<file path="config.mk">
export PLATFORM = sky130hd
export DESIGN_NAME = pinBankTop
export DESIGN_NICKNAME = d
export VERILOG_FILES = /design/src/rtl/pinBankPkg.sv /design/src/rtl/pinBankCtrl.sv /design/src/rtl/pinBankSync.sv /design/src/rtl/pinBankData.sv /design/src/rtl/pinBankTop.sv
export SDC_FILE = /design/constraint.sdc
export NUM_CORES = 1
export LEC_CHECK = 0
export BUFFER_PORTS_ARGS = -buffer_cell sky130_fd_sc_hd__buf_4
export CAP_MARGIN = 40
export CORE_MARGIN = 8
export CORE_UTILIZATION = 64
export DETAILED_ROUTE_END_ITERATION = 8
export PLACE_DENSITY = 0.86
export SETUP_SLACK_MARGIN = 0.15
export SLEW_MARGIN = 10
export SYNTH_ARGS = -nofsm -noshare
export SYNTH_HDL_FRONTEND = slang
export SYNTH_HIERARCHICAL = 1
export SYNTH_SLANG_ARGS = --single-unit
</file>
<file path="constraint.sdc">
create_clock -name clk -period 5.85 [get_ports clk]
set_input_delay 1.755 -clock clk [delete_from_list [all_inputs] [get_ports clk]]
set_output_delay 1.755 -clock clk [all_outputs]
set_load 0.005 [all_outputs]
</file>
<file path="src/rtl/pinBankPkg.sv">
package pinBankPkg;
  localparam logic [7:0] OFF_OUT   = 8'h00;
  localparam logic [7:0] OFF_DIR   = 8'h04;
  localparam logic [7:0] OFF_EN    = 8'h30;
  localparam logic [7:0] OFF_MASK  = 8'h34;
  localparam logic [7:0] OFF_TYPE  = 8'h38;
  localparam logic [7:0] OFF_POL   = 8'h3C;
  localparam logic [7:0] OFF_MSTAT = 8'h40;
  localparam logic [7:0] OFF_RSTAT = 8'h44;
  localparam logic [7:0] OFF_ACK   = 8'h4C;
  localparam logic [7:0] OFF_PADS  = 8'h50;

  typedef enum logic [3:0] {
    SEL_ZERO, SEL_OUT, SEL_DIR, SEL_EN, SEL_MASK,
    SEL_TYPE, SEL_POL, SEL_MSTAT, SEL_RSTAT, SEL_PADS
  } rdSel_e;

  typedef struct packed {
    logic   wrOut;
    logic   wrDir;
    logic   wrEn;
    logic   wrMask;
    logic   wrType;
    logic   wrPol;
    logic   wrAck;
    logic   rdGo;
    rdSel_e rdSel;
  } strobe_t;
endpackage

</file>
<file path="src/rtl/pinBankCtrl.sv">
module pinBankCtrl
  import pinBankPkg::*;
#(
  parameter int ADDR_W = 8
) (
  input  logic              busWrEn,
  input  logic              busRdEn,
  input  logic [ADDR_W-1:0] busAddr,
  output strobe_t           strb
);
  always_comb begin
    strb = '0;
    strb.rdGo = busRdEn;
    strb.rdSel = SEL_ZERO;
    if (busAddr == ADDR_W'(OFF_OUT)) begin
      strb.wrOut = busWrEn;
      strb.rdSel = SEL_OUT;
    end else if (busAddr == ADDR_W'(OFF_DIR)) begin
      strb.wrDir = busWrEn;
      strb.rdSel = SEL_DIR;
    end else if (busAddr == ADDR_W'(OFF_EN)) begin
      strb.wrEn = busWrEn;
      strb.rdSel = SEL_EN;
    end else if (busAddr == ADDR_W'(OFF_MASK)) begin
      strb.wrMask = busWrEn;
      strb.rdSel = SEL_MASK;
    end else if (busAddr == ADDR_W'(OFF_TYPE)) begin
      strb.wrType = busWrEn;
      strb.rdSel = SEL_TYPE;
    end else if (busAddr == ADDR_W'(OFF_POL)) begin
      strb.wrPol = busWrEn;
      strb.rdSel = SEL_POL;
    end else if (busAddr == ADDR_W'(OFF_MSTAT)) begin
      strb.rdSel = SEL_MSTAT;
    end else if (busAddr == ADDR_W'(OFF_RSTAT)) begin
      strb.rdSel = SEL_RSTAT;
    end else if (busAddr == ADDR_W'(OFF_ACK)) begin
      strb.wrAck = busWrEn;
    end else if (busAddr == ADDR_W'(OFF_PADS)) begin
      strb.rdSel = SEL_PADS;
    end
  end
endmodule

</file>
<file path="src/rtl/pinBankSync.sv">
module pinBankSync #(
  parameter int WIDTH  = 32,
  parameter int STAGES = 2
) (
  input  logic             clk,
  input  logic             rstN,
  input  logic [WIDTH-1:0] din,
  output logic [WIDTH-1:0] dout
);
  logic [WIDTH-1:0] stage [STAGES];

  always_ff @(posedge clk) begin
    if (!rstN) stage[0] <= '0;
    else       stage[0] <= din;
  end

  for (genvar s = 1; s < STAGES; s++) begin : gStage
    always_ff @(posedge clk) begin
      if (!rstN) stage[s] <= '0;
      else       stage[s] <= stage[s-1];
    end
  end

  assign dout = stage[STAGES-1];
endmodule

</file>
<file path="src/rtl/pinBankData.sv">
module pinBankData
  import pinBankPkg::*;
#(
  parameter int PINS = 32,
  parameter int SYNC_STAGES = 2
) (
  input  logic            clk,
  input  logic            rstN,
  input  strobe_t         strb,
  input  logic [PINS-1:0] busWdata,
  input  logic [PINS-1:0] padIn,
  output logic [PINS-1:0] busRdata,
  output logic [PINS-1:0] padOut,
  output logic [PINS-1:0] padOe,
  output logic [PINS-1:0] rawStat,
  output logic [PINS-1:0] maskedStat
);
  logic [PINS-1:0] outReg, dirReg, enReg, maskReg, typeReg, polReg;
  logic [PINS-1:0] edgeLatch, prevSync, padSync;
  logic [PINS-1:0] enNext, typeNext, ackBits, edgeHit, levelHit, rdValue;

  pinBankSync #(.WIDTH(PINS), .STAGES(SYNC_STAGES)) uSync (
    .clk (clk),
    .rstN(rstN),
    .din (padIn),
    .dout(padSync)
  );

  assign enNext   = strb.wrEn   ? busWdata : enReg;
  assign typeNext = strb.wrType ? busWdata : typeReg;
  assign ackBits  = strb.wrAck  ? busWdata : '0;

  assign edgeHit  = (padSync & ~prevSync & polReg) | (~padSync & prevSync & ~polReg);
  assign levelHit = enReg & ~typeReg & ~(padSync ^ polReg);

  always_ff @(posedge clk) begin
    if (!rstN) begin
      outReg  <= '0;
      dirReg  <= '0;
      enReg   <= '0;
      maskReg <= '0;
      typeReg <= '0;
      polReg  <= '0;
    end else begin
      if (strb.wrOut)  outReg  <= busWdata;
      if (strb.wrDir)  dirReg  <= busWdata;
      if (strb.wrEn)   enReg   <= busWdata;
      if (strb.wrMask) maskReg <= busWdata;
      if (strb.wrType) typeReg <= busWdata;
      if (strb.wrPol)  polReg  <= busWdata;
    end
  end

  always_ff @(posedge clk) begin
    if (!rstN) begin
      edgeLatch <= '0;
      prevSync  <= '0;
    end else begin
      edgeLatch <= ((edgeLatch & ~ackBits) | edgeHit) & enNext & typeNext;
      prevSync  <= padSync;
    end
  end

  assign rawStat    = edgeLatch | levelHit;
  assign maskedStat = rawStat & ~maskReg;

  always_comb begin
    unique case (strb.rdSel)
      SEL_OUT:   rdValue = outReg;
      SEL_DIR:   rdValue = dirReg;
      SEL_EN:    rdValue = enReg;
      SEL_MASK:  rdValue = maskReg;
      SEL_TYPE:  rdValue = typeReg;
      SEL_POL:   rdValue = polReg;
      SEL_MSTAT: rdValue = maskedStat;
      SEL_RSTAT: rdValue = rawStat;
      SEL_PADS:  rdValue = padSync;
      default:   rdValue = '0;
    endcase
  end

  always_ff @(posedge clk) begin
    if (!rstN)          busRdata <= '0;
    else if (strb.rdGo) busRdata <= rdValue;
  end

  assign padOut = outReg;
  assign padOe  = dirReg;
endmodule

</file>
<file path="src/rtl/pinBankTop.sv">
module pinBankTop
  import pinBankPkg::*;
#(
  parameter int PINS   = 32,
  parameter int ADDR_W = 8
) (
  input  logic              clk,
  input  logic              rstN,
  input  logic              busWrEn,
  input  logic              busRdEn,
  input  logic [ADDR_W-1:0] busAddr,
  input  logic [PINS-1:0]   busWdata,
  output logic [PINS-1:0]   busRdata,
  input  logic [PINS-1:0]   padIn,
  output logic [PINS-1:0]   padOut,
  output logic [PINS-1:0]   padOe,
  output logic              irqOut
);
  strobe_t         strb;
  logic [PINS-1:0] rawStat, maskedStat;

  pinBankCtrl #(.ADDR_W(ADDR_W)) uCtrl (
    .busWrEn(busWrEn),
    .busRdEn(busRdEn),
    .busAddr(busAddr),
    .strb   (strb)
  );

  pinBankData #(.PINS(PINS), .SYNC_STAGES(2)) uData (
    .clk       (clk),
    .rstN      (rstN),
    .strb      (strb),
    .busWdata  (busWdata),
    .padIn     (padIn),
    .busRdata  (busRdata),
    .padOut    (padOut),
    .padOe     (padOe),
    .rawStat   (rawStat),
    .maskedStat(maskedStat)
  );

  assign irqOut = |maskedStat;
endmodule

</file>
==> run_results.csv, run 1 <==
group,metric,value,unit
global_routing,globalRoute.totalOverflow,0,
synthesis,async_reset_ff_share,0,%
timing,fmax,0.2214,GHz
cts,cts-root-buf,"clkbuf_16",
detailed_routing,dr_wl_met2,21800,um
die,core,24960,um^2
synthesis,avgSynthCellArea,9.782,um^2
cts,cts-htree-levels,2,
cts,numCtsBuffers,36,
global_routing,antenna_found_initial,1,
timing,report.final.slew_viol_count,0,
cts,cts_tree,"yes",
detailed_routing,vias,13251,
finish,antenna_cells,0,
timing,slew_headroom,41.31,%
synthesis,ys.flop_type,"dfxtp_1",
worst_setup_path,worst_ep_required_time,4090,ps
worst_setup_path,r2r_end,"uData/busRdata[18]",
worst_setup_path,rrSetupSlack,4590,ps
worst_setup_path,cp_slowest_cell,"nor4_1",
worst_setup_path,critical_path_arrival,2760,ps
cts,insertion_delay,530,ps
power_and_ir_drop,p_leak,6.383,nW
detailed_routing,drt_iter0_markers,1667,
min_path,hold_path.class,"reg -> reg",
detailed_routing,routedWlPerCell,21.74,um
timing,final.setup_skew,22.18,ps
worst_setup_path,cp_max_fo,5,
detailed_routing,vias_per_cell,6.209,
power_and_ir_drop,p_total,5.015,mW
power_and_ir_drop,p_per_area,265.2,nW/um^2
detailed_routing,wl_met1,18840,um
min_path,hold_path_depth,1,
global_routing,grt_pass1_vias,13461,
worst_setup_path,slowest_delay,470,ps
timing,holdWs,444.2,ps
synthesis,synth_largest_area_cell,"dfxtp_1",
finish,final_nets,1857,
cts,cts_sinks,352,
finish,drive_above_1_share,24.00,%
cts,cts_hold_buf,0,
place,gp_congestion,0.8815,
die,ioPinCount,173,
place,post-dp-hpwl,29190,um
synthesis,synth_area_leaders,"dfxtp_1 (44%), mux2i_1 (12%), nor2b_1 (10%)",
finish,final_cells,2134,
global_routing,track_usage,29.25,%
timing,rsz0062_at_grt,"false",
detailed_routing,wl_met3,3962,um
synthesis,yosysMostFrequentCell,"dfxtp_1",
min_path,min-delay-start,"uData/uSync/stage[0][15]",
min_path,min_to,"uData/uSync/stage[1][15]",
timing,setup_viol,0,
cts,path_clk_slew,60,ps
worst_setup_path,crit_family,"simple AND/OR/NAND/NOR gates",
worst_setup_path,reg2reg_from,"uData/polReg[18]",
worst_setup_path,cp_cell_sequence,"xnor2_1 -> a31o_2 -> nor2b_1 -> nor4_1 -> nand4_1 -> or2_1 -> buf_4",
cts,cts_resized,0,
worst_setup_path,r2r_cells,4,
timing,worst_pin_slew,877.5,ps
detailed_routing,top_layer,"met5",
die,start_util,64.74,%
die,dieArea,30590,um^2
die,fp-row-count,58,
timing,setup_tns,0,ps
synthesis,syn_area,16160,um^2
timing,timing.final.crit_period,4516,ps
detailed_routing,ant_nets,0,
worst_setup_path,cp-end-kind,"output port",
detailed_routing,drtPass1Iterations,6,
timing,hold_viol,0,
synthesis,synthTopCellsByCount,"dfxtp_1 (352), nor2b_1 (260), mux2i_1 (192)",
detailed_routing,wl,46400,um
global_routing,grt_pass1_wl,72970,um
power_and_ir_drop,ir_worst_vdd,0.2378,mV
worst_setup_path,crit_path_start_kind,"flip-flop",
die,die_h,174.9,um
global_routing,grt_max_degree,137,
synthesis,synth_top_area_share,43.60,%
detailed_routing,drc,0,
synthesis,ys_ff_latch,352,
die,die-width,174.9,um
synthesis,syn_inst,1652,
flow_run,drv_cap,0,
worst_setup_path,criticalPathCategory,"reg -> out",
cts,cts_buffer_depth,3,
worst_setup_path,critPathBufInv,1,
finish,area_growth,17.02,%
finish,final_core_util,75.75,%
place,portBuffers,172,
synthesis,yosysWarnings,6,
synthesis,synth.distinct_cells,52,
outcome,status,"completed",
synthesis,syn-num-nets,1728,
timing,finalCritPeriodShare,77.20,%
cts,cts_setup_buffers,0,
synthesis,ys_seq_area_share,43.60,%
synthesis,synth-edff-count,0,
place,dp_cells,2073,
how the worst max path moves through the flow:
stage                             startpoint                 end  depth (start not counted)
finish              uData/uSync/stage[1][21]              irqOut                          7
global route        uData/uSync/stage[1][21]              irqOut                          7
CTS                 uData/uSync/stage[1][21]              irqOut                          7
detailed placement                busAddr[6]   uData/busRdata[5]                         10
global placement                  busAddr[1]   uData/busRdata[2]                          9
floorplan                         busAddr[2]  uData/busRdata[17]                          9
registers in the layout, indices dropped and copies added (netlist names):
register           flops
uData/enReg           32
uData/typeReg         32
uData/padOut          32
uData/maskReg         32
uData/polReg          32
uData/padOe           32
uData/edgeLatch       32
uData/busRdata        32
uData/prevSync        32
uData/uSync/stage     64
cell families (layout without fill, tap and decap cells):
kind of cell           Yosys count  in the layout  share of synthesized area (%)
XOR/XNOR                        34             34                          1.843
flip-flops                     352            352                          43.60
AO/OA/AOI/OAI                  298            298                          14.61
multiplexers                   223            223                          14.05
AND/OR/NAND/NOR                600            600                          21.63
buffers and inverters          145            297                          4.258
routing by layer:
metal  up-vias  global-route usage (%)
met5         -                       0
met4         2                   12.82
met3       148                   5.245
met2       715                   47.95
met1      6344                   37.19
li1       6042                       -
placed cells by master, fill, tap and decap left out, types with 5 or more instances in the layout:
cell type / instances
mux2i_1: 192
a31oi_1: 32
and2_2: 64
nand3b_1: 7
a221oi_1: 34
nor3b_1: 32
inv_1: 33
nor2_4: 5
and2_1: 32
dfxtp_1: 352
nor4_1: 7
bufinv_16: 5
a221oi_2: 29
a22oi_1: 62
o22a_1: 31
o21ai_0: 63
nand2_1: 98
buf_4: 195
xnor2_1: 33
nor2_1: 66
a31o_2: 33
nor2b_1: 259
clkbuf_16: 36
clkbuf_8: 6
clkbuf_1: 7
mux2_2: 31
cell type report:
type | instances | area, um^2
multi-input cells | 1155 | 8501
flip-flops and latches | 352 | 7047
fillers | 1675 | 6053
repair buffers | 203 | 1613
clock buffers | 49 | 1010
well taps | 330 | 412.9
clock inverters | 12 | 203.9
inverters | 33 | 123.9
through the flow:
stage | cell area, um^2 | worst slack (ps)
floorplan | 16160 | 2099
finish | 18910 | 1334
CTS | 18910 | 1377
detailed placement | 17700 | 1271
global route | 18910 | 1206
global placement | 17640 | 1216
where the power goes:
group | internal, mW | switching [mW]
logic | 0.0972 | 0.107
clock network | 1.43 | 0.930
registers | 2.43 | 0.0233
total | 3.95 | 1.06
(Power assumes the default switching activity.)
==> run 2: changes to the inputs <==
Settings changed: CORE_UTILIZATION 64 to 59, PLACE_DENSITY 0.86 to 0.8.
Clock period 5.85 ns to 4.2 ns, I/O delays scaled along.
==> run 2 against run 1 <==
Wire length down 1.7%. Hold slack about the same. Critical path depth unchanged. Sequential share of layout area shrank 0.35 points. Clock skew shrank 9.8 ps. First-iteration DRC count fell by 26%. Cell area grew 0.95%. Clock-buffer cell count grew 3. Non-clock buffer count grew 11. Critical path type unchanged. Largest cell class unchanged.
==> run_results.csv, run 2 (same netlist as run 1, synthesis figures left out) <==
group,metric,value,unit
outcome,status,"completed",
worst_setup_path,r2r_end,"uData/busRdata[18]",
finish,final_cell_mix,"dfxtp_1 (352), nor2b_1 (259), buf_4 (205)",
global_routing,globalRoute.totalOverflow,0,
finish,area_growth,18.13,%
finish,largest_register_ffs,64,
finish,drive_above_1_share,24.78,%
global_routing,grt_pass1_vias,12964,
global_routing,track_usage,26.61,%
global_routing,antenna_found_initial,0,
cts,cts_buffer_depth,3,
timing,final.setup_skew,12.35,ps
cts,cts_setup_buffers,0,
cts,cts_hold_buf,0,
place,gp_congestion,0.8753,
timing,rsz0062_at_grt,"false",
detailed_routing,ant_nets,0,
die,die-width,181.5,um
worst_setup_path,worst_ep_required_time,2940,ps
detailed_routing,vias_per_cell,5.964,
worst_setup_path,critical_path_arrival,2660,ps
min_path,hold_path_depth,1,
detailed_routing,routedWlPerCell,21.11,um
die,start_util,59.96,%
cts,cts-root-buf,"clkbuf_16",
timing,hold_viol,0,
worst_setup_path,slowest_delay,440,ps
worst_setup_path,r2r_cells,4,
power_and_ir_drop,p_leak,6.478,nW
place,portBuffers,172,
worst_setup_path,cp_cell_sequence,"xnor2_1 -> a31o_2 -> nor2b_1 -> nor4_1 -> nand4_1 -> or2_1 -> buf_4",
worst_setup_path,criticalPathCategory,"reg -> out",
finish,final_nets,1869,
worst_setup_path,crit_path_start_kind,"flip-flop",
cts,cts-htree-levels,2,
finish,fillers,1984,
global_routing,grt_max_degree,113,
die,die_h,181.5,um
cts,cts_resized,0,
worst_setup_path,cp-end-kind,"output port",
global_routing,grt_pass1_wl,70940,um
min_path,min_to,"uData/uSync/stage[1][25]",
power_and_ir_drop,p_per_area,372.0,nW/um^2
timing,setup_tns,0,ps
worst_setup_path,critPathBufInv,1,
timing,fin_ws,278.1,ps
cts,insertion_delay,530,ps
min_path,hold_path.class,"reg -> reg",
detailed_routing,drtPass1Iterations,5,
detailed_routing,drt_iter0_markers,1240,
timing,fmax,0.2550,GHz
finish,top_register,"uData/uSync/stage",
finish,final_cells,2161,
die,dieArea,32940,um^2
die,fp-row-count,60,
cts,cts_sinks,352,
detailed_routing,vias,12889,
timing,timing.final.crit_period,3922,ps
die,core,26950,um^2
worst_setup_path,rrSetupSlack,2910,ps
die,ioPinCount,173,
cts,numCtsBuffers,37,
timing,setup_viol,0,
worst_setup_path,crit_family,"simple AND/OR/NAND/NOR gates",
flow_run,drv_cap,0,
min_path,min-delay-start,"uData/uSync/stage[0][25]",
finish,layout_commonest_cell,"dfxtp_1",
place,pre_cts_ws,348.1,ps
cts,cts_tree,"yes",
timing,finalCritPeriodShare,93.38,%
finish,multi_input_area,8501,um^2
worst_setup_path,reg2reg_from,"uData/uSync/stage[1][18]",
timing,worst_pin_slew,866.3,ps
finish,antenna_cells,0,
cts,path_clk_slew,60,ps
place,post-dp-hpwl,29050,um
worst_setup_path,cp_max_fo,5,
place,dp_cells,2095,
detailed_routing,drc,0,
finish,regArea,7047,um^2
power_and_ir_drop,ir_worst_vdd,0.2884,mV
timing,slew_headroom,42.24,%
detailed_routing,wl,45630,um
worst_setup_path,cp_slowest_cell,"dfxtp_1",
timing,report.final.slew_viol_count,0,
run 2: changes by cell type in the layout (fill, tap and decap cells not counted), moves of 3 or more:
cell	previous run	this run
buf_12	4	8
buf_4	195	205
clkbuf_16	36	39
clkinv_2	4	8
run 2: metal layers:
metal  track usage (%)  up-vias  part of all wire [%]
li1                  -     6072                     -
met1             33.99     6141                    42
met2             43.20      567                    47
met3             5.609      109                   8.2
met4             11.09        0                   3.3
met5                 0        -                     0
run 2: final cells by class:
cell class	instances	area share, %
multi-input combinational	1155	44.53
sequential	352	36.91
tap	341	2.235
timing repair buffer	214	8.960
inverter	33	0.6489
clock buffer	52	5.787
clock inverter	14	0.9242
run 2: power by group:
part	internal, mW	switching (mW)
Sequential	3.38	0.0320
Combinational	0.136	0.148
Clock	2.08	1.32
run 2: how the worst max path moves through the flow:
stage / to / depth (start not counted) / startpoint
global route: irqOut / 7 / uData/uSync/stage[1][18]
floorplan: uData/busRdata[17] / 9 / busAddr[2]
global placement: uData/busRdata[21] / 9 / busAddr[6]
CTS: irqOut / 7 / uData/polReg[18]
finish: irqOut / 7 / uData/uSync/stage[1][18]
detailed placement: uData/busRdata[8] / 9 / busAddr[6]
run 2: through the flow:
stage	utilization, %	power [mW]	area, um^2	hold WS, ps
after floorplan	-	3.619	16160	420.4
after global placement	66.08	3.756	17810	428.2
after detailed placement	66.08	3.763	17810	433.2
after CTS	70.83	7.137	19090	446.3
after global routing	70.83	7.310	19090	452.1
final	70.83	7.101	19090	444.0
